$ cat src/rtl/fe_pkg.sv
// Shared definitions for the flash block-erase sequencer: command opcodes,
// status bit positions, controller states and error codes.
package fe_pkg;

    localparam logic [7:0] OP_WRITE_EN  = 8'h06;
    localparam logic [7:0] OP_READ_STAT = 8'h05;
    localparam logic [7:0] OP_ERASE_64K = 8'hD8;

    localparam int STAT_BUSY = 0;
    localparam int STAT_WEL  = 1;

    typedef enum logic [2:0] {
        ST_IDLE,
        ST_WREN,
        ST_CHKWEL,
        ST_ERASE,
        ST_POLL
    } seq_state_t;

    typedef enum logic [1:0] {
        ERR_NONE        = 2'd0,
        ERR_WEL_MISSING = 2'd1,
        ERR_WEL_STUCK   = 2'd2,
        ERR_TIMEOUT     = 2'd3
    } err_code_t;

endpackage

$ cat src/rtl/fe_spi_frame.sv
// Mode-0 SPI frame engine. It shifts out the top NBITS of a left-justified
// word, MSB first, within a single chip-select assertion. The serial clock
// runs at half the system clock (one low and one high system cycle per bit).
// It keeps the last two MISO samples, taken at the end of each high phase.
// Chip-select rises in the cycle right after the last high phase.
// Assumes: start is only raised while busy is low; nbits >= 1.
module fe_spi_frame #(
    parameter int FRAME_W = 32,
    parameter int CNT_W   = $clog2(FRAME_W + 1)
) (
    input  logic               clk,
    input  logic               rst_n,
    input  logic               start,
    input  logic [FRAME_W-1:0] tx,
    input  logic [CNT_W-1:0]   nbits,
    output logic               busy,
    output logic               done,
    output logic [1:0]         rx,
    output logic               cs_n,
    output logic               sclk,
    output logic               mosi,
    input  logic               miso
);

    logic               active;
    logic               phase_hi;
    logic [CNT_W-1:0]   bits_left;
    logic [FRAME_W-1:0] shreg;

    // Bit engine: frame start, low/high phase toggling, shift and sample.
    always_ff @(posedge clk) begin
        if (!rst_n) begin
            active    <= 1'b0;
            phase_hi  <= 1'b0;
            bits_left <= '0;
            shreg     <= '0;
            rx        <= '0;
            cs_n      <= 1'b1;
            sclk      <= 1'b0;
            mosi      <= 1'b0;
            done      <= 1'b0;
        end else begin
            done <= 1'b0;
            if (!active) begin
                if (start) begin
                    active    <= 1'b1;
                    cs_n      <= 1'b0;
                    phase_hi  <= 1'b0;
                    bits_left <= nbits - 1'b1;
                    mosi      <= tx[FRAME_W-1];
                    shreg     <= tx << 1;
                end
            end else if (!phase_hi) begin
                sclk     <= 1'b1;
                phase_hi <= 1'b1;
            end else begin
                sclk     <= 1'b0;
                phase_hi <= 1'b0;
                rx       <= {rx[0], miso};
                if (bits_left == '0) begin
                    active <= 1'b0;
                    cs_n   <= 1'b1;
                    mosi   <= 1'b0;
                    done   <= 1'b1;
                end else begin
                    bits_left <= bits_left - 1'b1;
                    mosi      <= shreg[FRAME_W-1];
                    shreg     <= shreg << 1;
                end
            end
        end
    end

    // Busy flag for the controller.
    always_comb busy = active;

endmodule

$ cat src/rtl/fe_gap_timer.sv
// Chip-select idle timer. It is reloaded when a frame ends, and it reports
// idle once enough cycles have passed for chip-select to have stayed high for
// MIN_CS_HIGH cycles. The count already includes the done cycle and the
// launch cycle that every frame boundary has.
// Assumes: load is a single-cycle pulse at the end of each frame.
module fe_gap_timer #(
    parameter int MIN_CS_HIGH = 4
) (
    input  logic clk,
    input  logic rst_n,
    input  logic load,
    output logic idle
);

    localparam int LOAD_VAL = (MIN_CS_HIGH > 2) ? MIN_CS_HIGH - 2 : 0;
    localparam int GW       = $clog2(LOAD_VAL + 2);

    logic [GW-1:0] remain;

    // Reload on frame end, then count down to zero.
    always_ff @(posedge clk) begin
        if (!rst_n) begin
            remain <= '0;
        end else if (load) begin
            remain <= GW'(LOAD_VAL);
        end else if (remain != '0) begin
            remain <= remain - 1'b1;
        end
    end

    // Idle once the countdown is finished.
    always_comb idle = (remain == '0);

endmodule

$ cat src/rtl/fe_seq_ctrl.sv
// Erase sequence controller. It accepts a request, then issues in turn:
// write-enable, a status check of the latch, the erase frame, and status
// polls until busy clears, a failure is seen or the poll limit runs out.
// Each frame is launched once the gap timer reports chip-select idle.
// Assumes: frame_rx holds status bits [1:0] when frame_done pulses after a
// 16-bit status read.
module fe_seq_ctrl
    import fe_pkg::*;
#(
    parameter int ADDR_W  = 24,
    parameter int POLL_W  = 16,
    parameter int FRAME_W = 8 + ADDR_W,
    parameter int CNT_W   = $clog2(FRAME_W + 1)
) (
    input  logic               clk,
    input  logic               rst_n,
    input  logic               req_valid,
    output logic               req_ready,
    input  logic [ADDR_W-1:0]  req_addr,
    input  logic [POLL_W-1:0]  req_poll_limit,
    input  logic               gap_idle,
    input  logic               frame_busy,
    input  logic               frame_done,
    input  logic [1:0]         frame_rx,
    output logic               frame_start,
    output logic [FRAME_W-1:0] frame_tx,
    output logic [CNT_W-1:0]   frame_nbits,
    output logic               done,
    output logic               err,
    output err_code_t          err_code
);

    localparam logic [CNT_W-1:0] NB_CMD   = CNT_W'(8);
    localparam logic [CNT_W-1:0] NB_READ  = CNT_W'(16);
    localparam logic [CNT_W-1:0] NB_ERASE = CNT_W'(FRAME_W);

    seq_state_t        state;
    logic              issued;
    logic [ADDR_W-1:0] addr_q;
    logic [POLL_W-1:0] limit_q;
    logic [POLL_W-1:0] poll_cnt;
    logic [POLL_W:0]   poll_next;

    // Frame contents for the current step and the launch condition.
    always_comb begin
        frame_tx    = {OP_WRITE_EN, {ADDR_W{1'b0}}};
        frame_nbits = NB_CMD;
        unique case (state)
            ST_CHKWEL, ST_POLL: begin
                frame_tx    = {OP_READ_STAT, {ADDR_W{1'b0}}};
                frame_nbits = NB_READ;
            end
            ST_ERASE: begin
                frame_tx    = {OP_ERASE_64K, addr_q};
                frame_nbits = NB_ERASE;
            end
            default: ;
        endcase
        frame_start = (state != ST_IDLE) && !issued && gap_idle && !frame_busy;
        req_ready   = (state == ST_IDLE);
        poll_next   = {1'b0, poll_cnt} + 1'b1;
    end

    // Step sequencing, result pulses and poll counting.
    always_ff @(posedge clk) begin
        if (!rst_n) begin
            state    <= ST_IDLE;
            issued   <= 1'b0;
            addr_q   <= '0;
            limit_q  <= '0;
            poll_cnt <= '0;
            done     <= 1'b0;
            err      <= 1'b0;
            err_code <= ERR_NONE;
        end else begin
            done <= 1'b0;
            err  <= 1'b0;
            if (frame_start) issued <= 1'b1;
            unique case (state)
                ST_IDLE: if (req_valid) begin
                    addr_q   <= req_addr;
                    limit_q  <= req_poll_limit;
                    poll_cnt <= '0;
                    err_code <= ERR_NONE;
                    state    <= ST_WREN;
                end
                ST_WREN: if (frame_done) begin
                    issued <= 1'b0;
                    state  <= ST_CHKWEL;
                end
                ST_CHKWEL: if (frame_done) begin
                    issued <= 1'b0;
                    if (!frame_rx[STAT_WEL]) begin
                        err      <= 1'b1;
                        err_code <= ERR_WEL_MISSING;
                        state    <= ST_IDLE;
                    end else begin
                        state <= ST_ERASE;
                    end
                end
                ST_ERASE: if (frame_done) begin
                    issued <= 1'b0;
                    state  <= ST_POLL;
                end
                ST_POLL: if (frame_done) begin
                    issued <= 1'b0;
                    if (!frame_rx[STAT_BUSY]) begin
                        state <= ST_IDLE;
                        if (frame_rx[STAT_WEL]) begin
                            err      <= 1'b1;
                            err_code <= ERR_WEL_STUCK;
                        end else begin
                            done <= 1'b1;
                        end
                    end else if (poll_next >= {1'b0, limit_q}) begin
                        err      <= 1'b1;
                        err_code <= ERR_TIMEOUT;
                        state    <= ST_IDLE;
                    end else begin
                        poll_cnt <= poll_next[POLL_W-1:0];
                    end
                end
                default: state <= ST_IDLE;
            endcase
        end
    end

endmodule

$ cat src/rtl/erase_sequencer.sv
// Top of the flash block-erase sequencer. It joins the sequence controller,
// the mode-0 frame engine and the chip-select gap timer.
// Assumes: a single flash device on the link; spi_miso changes only after
// falling serial-clock edges.
module erase_sequencer #(
    parameter int ADDR_W      = 24,
    parameter int POLL_W      = 16,
    parameter int MIN_CS_HIGH = 4
) (
    input  logic              clk,
    input  logic              rst_n,
    input  logic              req_valid,
    output logic              req_ready,
    input  logic [ADDR_W-1:0] req_addr,
    input  logic [POLL_W-1:0] req_poll_limit,
    output logic              done,
    output logic              err,
    output logic [1:0]        err_code,
    output logic              spi_cs_n,
    output logic              spi_sclk,
    output logic              spi_mosi,
    input  logic              spi_miso
);

    localparam int FRAME_W = 8 + ADDR_W;
    localparam int CNT_W   = $clog2(FRAME_W + 1);

    logic               gap_idle;
    logic               frame_busy;
    logic               frame_done;
    logic [1:0]         frame_rx;
    logic               frame_start;
    logic [FRAME_W-1:0] frame_tx;
    logic [CNT_W-1:0]   frame_nbits;
    fe_pkg::err_code_t  code_w;

    fe_seq_ctrl #(
        .ADDR_W (ADDR_W),
        .POLL_W (POLL_W),
        .FRAME_W(FRAME_W),
        .CNT_W  (CNT_W)
    ) u_ctrl (
        .clk           (clk),
        .rst_n         (rst_n),
        .req_valid     (req_valid),
        .req_ready     (req_ready),
        .req_addr      (req_addr),
        .req_poll_limit(req_poll_limit),
        .gap_idle      (gap_idle),
        .frame_busy    (frame_busy),
        .frame_done    (frame_done),
        .frame_rx      (frame_rx),
        .frame_start   (frame_start),
        .frame_tx      (frame_tx),
        .frame_nbits   (frame_nbits),
        .done          (done),
        .err           (err),
        .err_code      (code_w)
    );

    fe_spi_frame #(
        .FRAME_W(FRAME_W),
        .CNT_W  (CNT_W)
    ) u_frame (
        .clk  (clk),
        .rst_n(rst_n),
        .start(frame_start),
        .tx   (frame_tx),
        .nbits(frame_nbits),
        .busy (frame_busy),
        .done (frame_done),
        .rx   (frame_rx),
        .cs_n (spi_cs_n),
        .sclk (spi_sclk),
        .mosi (spi_mosi),
        .miso (spi_miso)
    );

    fe_gap_timer #(
        .MIN_CS_HIGH(MIN_CS_HIGH)
    ) u_gap (
        .clk  (clk),
        .rst_n(rst_n),
        .load (frame_done),
        .idle (gap_idle)
    );

    // Present the error code as a plain vector at the boundary.
    always_comb err_code = code_w;

endmodule

$ cat config.mk
export PLATFORM = sky130hd
export DESIGN_NAME = erase_sequencer
export DESIGN_NICKNAME = d
export VERILOG_FILES = /design/src/rtl/fe_pkg.sv /design/src/rtl/fe_spi_frame.sv /design/src/rtl/fe_gap_timer.sv /design/src/rtl/fe_seq_ctrl.sv /design/src/rtl/erase_sequencer.sv
export SDC_FILE = /design/constraint.sdc
export NUM_CORES = 1
export LEC_CHECK = 0
export BUFFER_PORTS_ARGS = -buffer_cell sky130_fd_sc_hd__buf_2
export CAP_MARGIN = 0
export CORE_MARGIN = 1.5
export CORE_UTILIZATION = 59
export DETAILED_ROUTE_END_ITERATION = 10
export PLACE_DENSITY_LB_ADDON = 0.1
export SLEW_MARGIN = 0
export SYNTH_ARGS = -nofsm -noshare
export SYNTH_HDL_FRONTEND = slang
export SYNTH_SLANG_ARGS = --single-unit
$ cat constraint.sdc
create_clock -name clk -period 3.8 [get_ports clk]
set_input_delay 0.57 -clock clk [delete_from_list [all_inputs] [get_ports clk]]
set_output_delay 0.57 -clock clk [all_outputs]
set_load 0.005 [all_outputs]
After elaboration in Yosys (flattened, before gate mapping)

Index checks and enable logic that the tools add are counted.

$add $sub $neg: 4
Eq/ne operators: 17
Muxes and demuxes: 59
Magnitude comparators: 1
Bitwise gates (word level): 3
Reductions and logical operators: 27

Operator list:

| operator                                                                | number |
|---|---|
| 32-bit two-way mux                                                      | 4 |
| 16-bit two-way mux                                                      | 4 |
| 32-bit one-hot mux with 2 select lines                                  | 1 |
| 16-bit one-hot mux with 2 select lines                                  | 1 |
| 1-bit two-way mux                                                       | 24 |
| 6-bit two-way mux                                                       | 4 |
| 3-bit two-way mux                                                       | 7 |
| 2-bit two-way mux                                                       | 10 |
| 16-bit by 1-bit adder with 17-bit output, second input constant         | 1 |
| 17-bit by 16-bit greater-or-equal comparator with 1-bit output          | 1 |
| 3-bit one-hot mux with 5 select lines                                   | 1 |
| 2-bit inequality test, second input constant                            | 6 |
| 6-bit one-hot mux with 2 select lines                                   | 1 |
| 6-bit by 1-bit subtractor with 6-bit output, second input constant      | 2 |
| 2-bit by 1-bit inequality test with 1-bit output, second input constant | 5 |
| 3-bit AND reduction                                                     | 3 |
| 2-bit nonzero test                                                      | 4 |
| 4-bit OR reduction                                                      | 2 |
| 7-bit AND reduction                                                     | 1 |
| 3-bit by 2-bit equality test with 1-bit output, second input constant   | 2 |
| 6-bit zero test                                                         | 1 |
| 2-bit one-hot mux with 3 select lines                                   | 1 |
| 2-bit AND reduction                                                     | 3 |
| 6-bit AND reduction                                                     | 1 |
| other kinds (14)                                                        | 21 |

Logic and storage cells: 130
Input bits: 44
Register bits after elaboration: 112

Longest topological paths before layout

Depth after elaboration: 7
Mapped depth: 15
Mapped depth without buffers: 12

By module

Synthesis repeated with hierarchy kept, for this count alone.

Cells, all modules: 675
Area total of the unflattened synthesis: 5778.0 sq um

By module, submodules not included:

| module       | cells an instance | area each (sq um) | times used | seq. area each (sq um) |
|---|---|---|---|---|
| fe_seq_ctrl  | 428               | 3509.6            | 1          | 1281.2 |
| fe_spi_frame | 241               | 2200.9            | 1          | 900.9 |
| fe_gap_timer | 6                 | 67.6              | 1          | 40.0 |

Least setup slack after synthesis

Ideal clock, no wire load.

Kind: register -> register
Start point: reg u_ctrl.poll_cnt[0]
End point: reg u_ctrl.poll_cnt[7]
Buffers on the path: 3
Arrival: 3.105 ns
Stages on the path, launching flop included: 16
Slack: 0.620 ns
Path through: dfxtp_1 ha_1 nand3_1 or2_2 clkbuf_1 nor2_1 xnor2_1 ha_1 a211oi_1 o21ai_0 a21oi_1 nand4_1 buf_4 or3_1 clkbuf_1 o22ai_1

Longest elaborated chain between the ends: 5
Elaborated cells between the ends (all ways): 8

Ends and longest elaborated chain:

| what                                                                                                                   | line               | RTL |
|---|---|---|
| from (decl)                                                                                                            | fe_seq_ctrl.sv:41  | `logic [POLL_W-1:0] poll_cnt;` |
| from (signal assigned)                                                                                                 | fe_seq_ctrl.sv:120 | `poll_cnt <= poll_next[POLL_W-1:0];` |
| 16-bit by 1-bit adder with 17-bit output *                                                                             | fe_seq_ctrl.sv:61  | `poll_next = {1'b0, poll_cnt} + 1'b1;` |
| parallel branches: the longest is 4 deep, another holds 17-bit by 16-bit greater-or-equal comparator with 1-bit output | --                 |  |

Mark *: on every way between the ends. The select of a mux whose other input is x is not followed.
A chain may end at the register's enable or synchronous reset.

Final worst setup path

Start point: reg u_ctrl.poll_cnt[0]
End point: reg u_ctrl.poll_cnt[10]

The elaborated chain is that of the path after synthesis.

==> flow_metrics.env <==
export IMPL_die_y_um=97.0
export IMPL_nets=727
export IMPL_n_antenna_cell=0
export IMPL_reg2reg_depth=13
export IMPL_die_area_um2=9410
export IMPL_htreeDepth=3
export IMPL_synth_edff_count=0
export IMPL_syn_to_final_growth_pct=8.23
export IMPL_crit_arrival_ns=3.75
export IMPL_ys_async_sr_fraction_pct=0
export IMPL_crit_top_cell="ha_1"
export IMPL_synth_flop_cell="dfxtp_1"
export IMPL_syn_area_um2=5210
export IMPL_startpoint_type="register"
export IMPL_status="finished, final reports clean"
export IMPL_initial_core_util_pct=60.4
export IMPL_whs_path_depth=3
export IMPL_vias=4528
export IMPL_cts_buffers=9
export IMPL_layout_drive_gt1_share_pct=14.2
export IMPL_hold_viol_final=0
export IMPL_required_ns=4.07
export IMPL_clockBufferDepth=2
export IMPL_n_fill_cell=777
export IMPL_overflow=0
export IMPL_place_congestion=0.852
export IMPL_synth_area_leaders="dfxtp_1 (43%), nand2_1 (8.5%), a21oi_1 (6.0%)"
export IMPL_slew_violations=0
export IMPL_wl_per_cell_um=14.5
export IMPL_slowest_delay_ns=0.43
export IMPL_yosys_warnings=0
export IMPL_crit_fanout=10
export IMPL_finalSetupViolations=0
export IMPL_first_pass_iters=5
export IMPL_peakVddDrop_uv=252
export IMPL_synth_top_cell_area_share_pct=42.6
export IMPL_cts_hold_buf=0
export IMPL_ys_types=53
export IMPL_viasPerCell=5.83
export IMPL_path_clk_slew_ns=0.11
export IMPL_period_needed_ns=3.49
export IMPL_portBuffers=51
export IMPL_drc=0
export IMPL_ys_ff_latch=111
export IMPL_grt_pass1_wl_mm=19.6
export IMPL_antenna_found_initial=0
export IMPL_critPathSlowestCell="dfxtp_1"
export IMPL_placed_cells=761
export IMPL_path_cells="ha_1 > nand3_1 > or2_2 > nor2_1 > xnor2_1 > ha_1 > a211oi_1 > o21ai_0 > a21oi_1 > nand4_1 > buf_4 > o211a_2 > a221o_1"
export IMPL_yosysSeqAreaShare_pct=42.6
export IMPL_ant_nets=0
export IMPL_fin_cells=777
export IMPL_clockRootBuffer="clkbuf_8"
export IMPL_placed_cell_area_um2=5400
export IMPL_cts_sinks=111
export IMPL_r2r_slack_ns=0.31
export IMPL_grt_use_total_pct=24.8
export IMPL_end_kind="register"
export IMPL_stdcell_area_um2=5640
export IMPL_io_pins=52
export IMPL_syn_area_per_cell_um2=8.13
export IMPL_hold_class="in2reg"
export IMPL_fmax_ghz=0.287
export IMPL_seq_area_um2=2220
export IMPL_final_cell_mix="nand2_1 (118), dfxtp_1 (111), a21oi_1 (63), nor2_1 (51), buf_2 (51)"
export IMPL_whs_endpoint="u_ctrl.addr_q[17]"
export IMPL_leakagePower_nw=2.13
export IMPL_wirelength_mm=11.3
export IMPL_grt_max_degree=51
export IMPL_synthCells=641
export IMPL_die_w_um=97.0
export IMPL_multi_input_area_um2=2630
export IMPL_r2r_end="u_ctrl.poll_cnt[10]"
export IMPL_clock_latency_ns=0.38
export IMPL_synth_area_leader_cell="dfxtp_1"
export IMPL_tightestPinTransition_ns=0.946
export IMPL_drtIter0Drc=228
export IMPL_slew_headroom_pct=36.9
export IMPL_worstHoldStart="req_addr[17]"
export IMPL_grt_pass1_vias=4241
export IMPL_cap_violations=0
export IMPL_layout_commonest_cell="nand2_1"
export IMPL_fp_coreArea_um2=8640
export IMPL_clock_skew_final_ns=0.0138
export IMPL_cts_tree="built"
export IMPL_syn_num_nets=703
export IMPL_rr_startpoint="u_ctrl.poll_cnt[0]"
export IMPL_rows=34
export IMPL_critPathKind="reg2reg"
export IMPL_cellPowerDensity_nw_per_um2=427
export IMPL_dp_hpwl_mm=7.67
export IMPL_min_period_over_period_pct=91.8
cell usage after synthesis, types with 3 or more instances:
master and instances:
nand2_1 118, dfxtp_1 111, a21oi_1 63, nor2_1 52, nor3_1 45, clkbuf_1 26, inv_1 25, a221oi_1 24
ha_1 18, nand3_1 16, a211oi_1 12, xnor2_1 12, o21ai_0 11, buf_6 10, or3_1 9, o22ai_1 8
nand4_1 7, a221o_1 6, buf_4 6, nor4_1 5, buf_2 4, or2_2 4, a21o_1 3, nand2b_1 3
nor4b_1 3, o21ai_1 3, xor2_1 3
cells by family after synthesis:
family	synth area share, %
xor+xnor	2.52
mux	0.600
simple gates	24.2
compound gates	18.3
fa+ha+maj	4.32
flops	42.6
buf+inv	7.37
critical path: cells and delay by family, from the launching register on:
| kind | cells | cell delay, ns |
|---|---|---|
| xor gates and xnor gates | 1 | 0.14 |
| DFF | 1 | 0.43 |
| and+or+nand+nor | 4 | 0.96 |
| adders and majority gates | 2 | 0.50 |
| buffers and inverters | 1 | 0.19 |
| AOI/OAI and AO/OA | 5 | 1.16 |
layout make-up:
class	count	share of cell area, %
clock inverter	6	1.84
inverter	25	1.66
multi-input combinational	457	46.7
tap	108	2.39
sequential	111	39.4
clock buffer	9	2.20
timing repair buffer	61	5.85
report_power, final:
part           switching [mW]  total, mW  internal, mW  leakage (nW)
Clock                   0.421      0.801         0.381         0.111
Combinational           0.191      0.320         0.129          1.11
Sequential             0.0505       1.29          1.24         0.907
Total                   0.662       2.41          1.75          2.13
timing repair:
| item | 4_1_cts | 5_1_grt |
|---|---|---|
| resized for setup | 0 | 2 |
| setup endpoints to repair | 0 | 16 |
| setup buffers | 0 | 1 |
state kept, by name, indices dropped and copies added (netlist names):
register           count
u_ctrl.addr_q         24
u_ctrl.done            1
u_ctrl.err             1
u_ctrl.err_code        2
u_ctrl.issued          1
u_ctrl.limit_q        16
u_ctrl.poll_cnt       16
u_ctrl.state           3
u_frame.bits_left      6
u_frame.busy           1
u_frame.cs_n           1
u_frame.done           1
u_frame.mosi           1
u_frame.phase_hi       1
u_frame.rx             2
u_frame.sclk           1
u_frame.shreg         31
u_gap.remain           2
through the flow:
step / power (mW) / setup slack [ns] / hold WS, ns / util [%] / TNS [ns]
3_3_place_gp: 1.62 / 0.297 / 0.430 / 62.6 / 0
3_5_place_dp: 1.63 / 0.195 / 0.432 / 62.6 / 0
4_1_cts: 2.42 / 0.181 / 0.404 / 65.2 / 0
5_1_grt: 2.52 / -0.0137 / 0.409 / 65.3 / -0.0243
2_1_floorplan: 1.56 / 0.620 / 0.415 / - / 0
6_report: 2.41 / 0.311 / 0.411 / 65.3 / 0
worst max-delay path by stage:
| stage | start | endpoint | depth (start not counted) |
|---|---|---|---|
| global placement | u_ctrl.poll_cnt[0] | u_ctrl.poll_cnt[10] | 12 |
| global route | u_ctrl.poll_cnt[0] | u_ctrl.poll_cnt[6] | 13 |
| floorplan | u_ctrl.poll_cnt[0] | u_ctrl.poll_cnt[7] | 15 |
| CTS | u_ctrl.poll_cnt[0] | u_ctrl.poll_cnt[10] | 12 |
| detailed placement | u_ctrl.poll_cnt[0] | u_ctrl.poll_cnt[9] | 12 |
| finish | u_ctrl.poll_cnt[0] | u_ctrl.poll_cnt[10] | 13 |
metal layers:
metal	vias up	share of wire [%]	GRT usage, %
li1	2293	-	-
met1	2122	47	32.8
met2	103	47	40.2
met3	10	4.5	5.64
met4	0	1.3	7.92
met5	-	0	0
(Power assumes the default switching activity.)
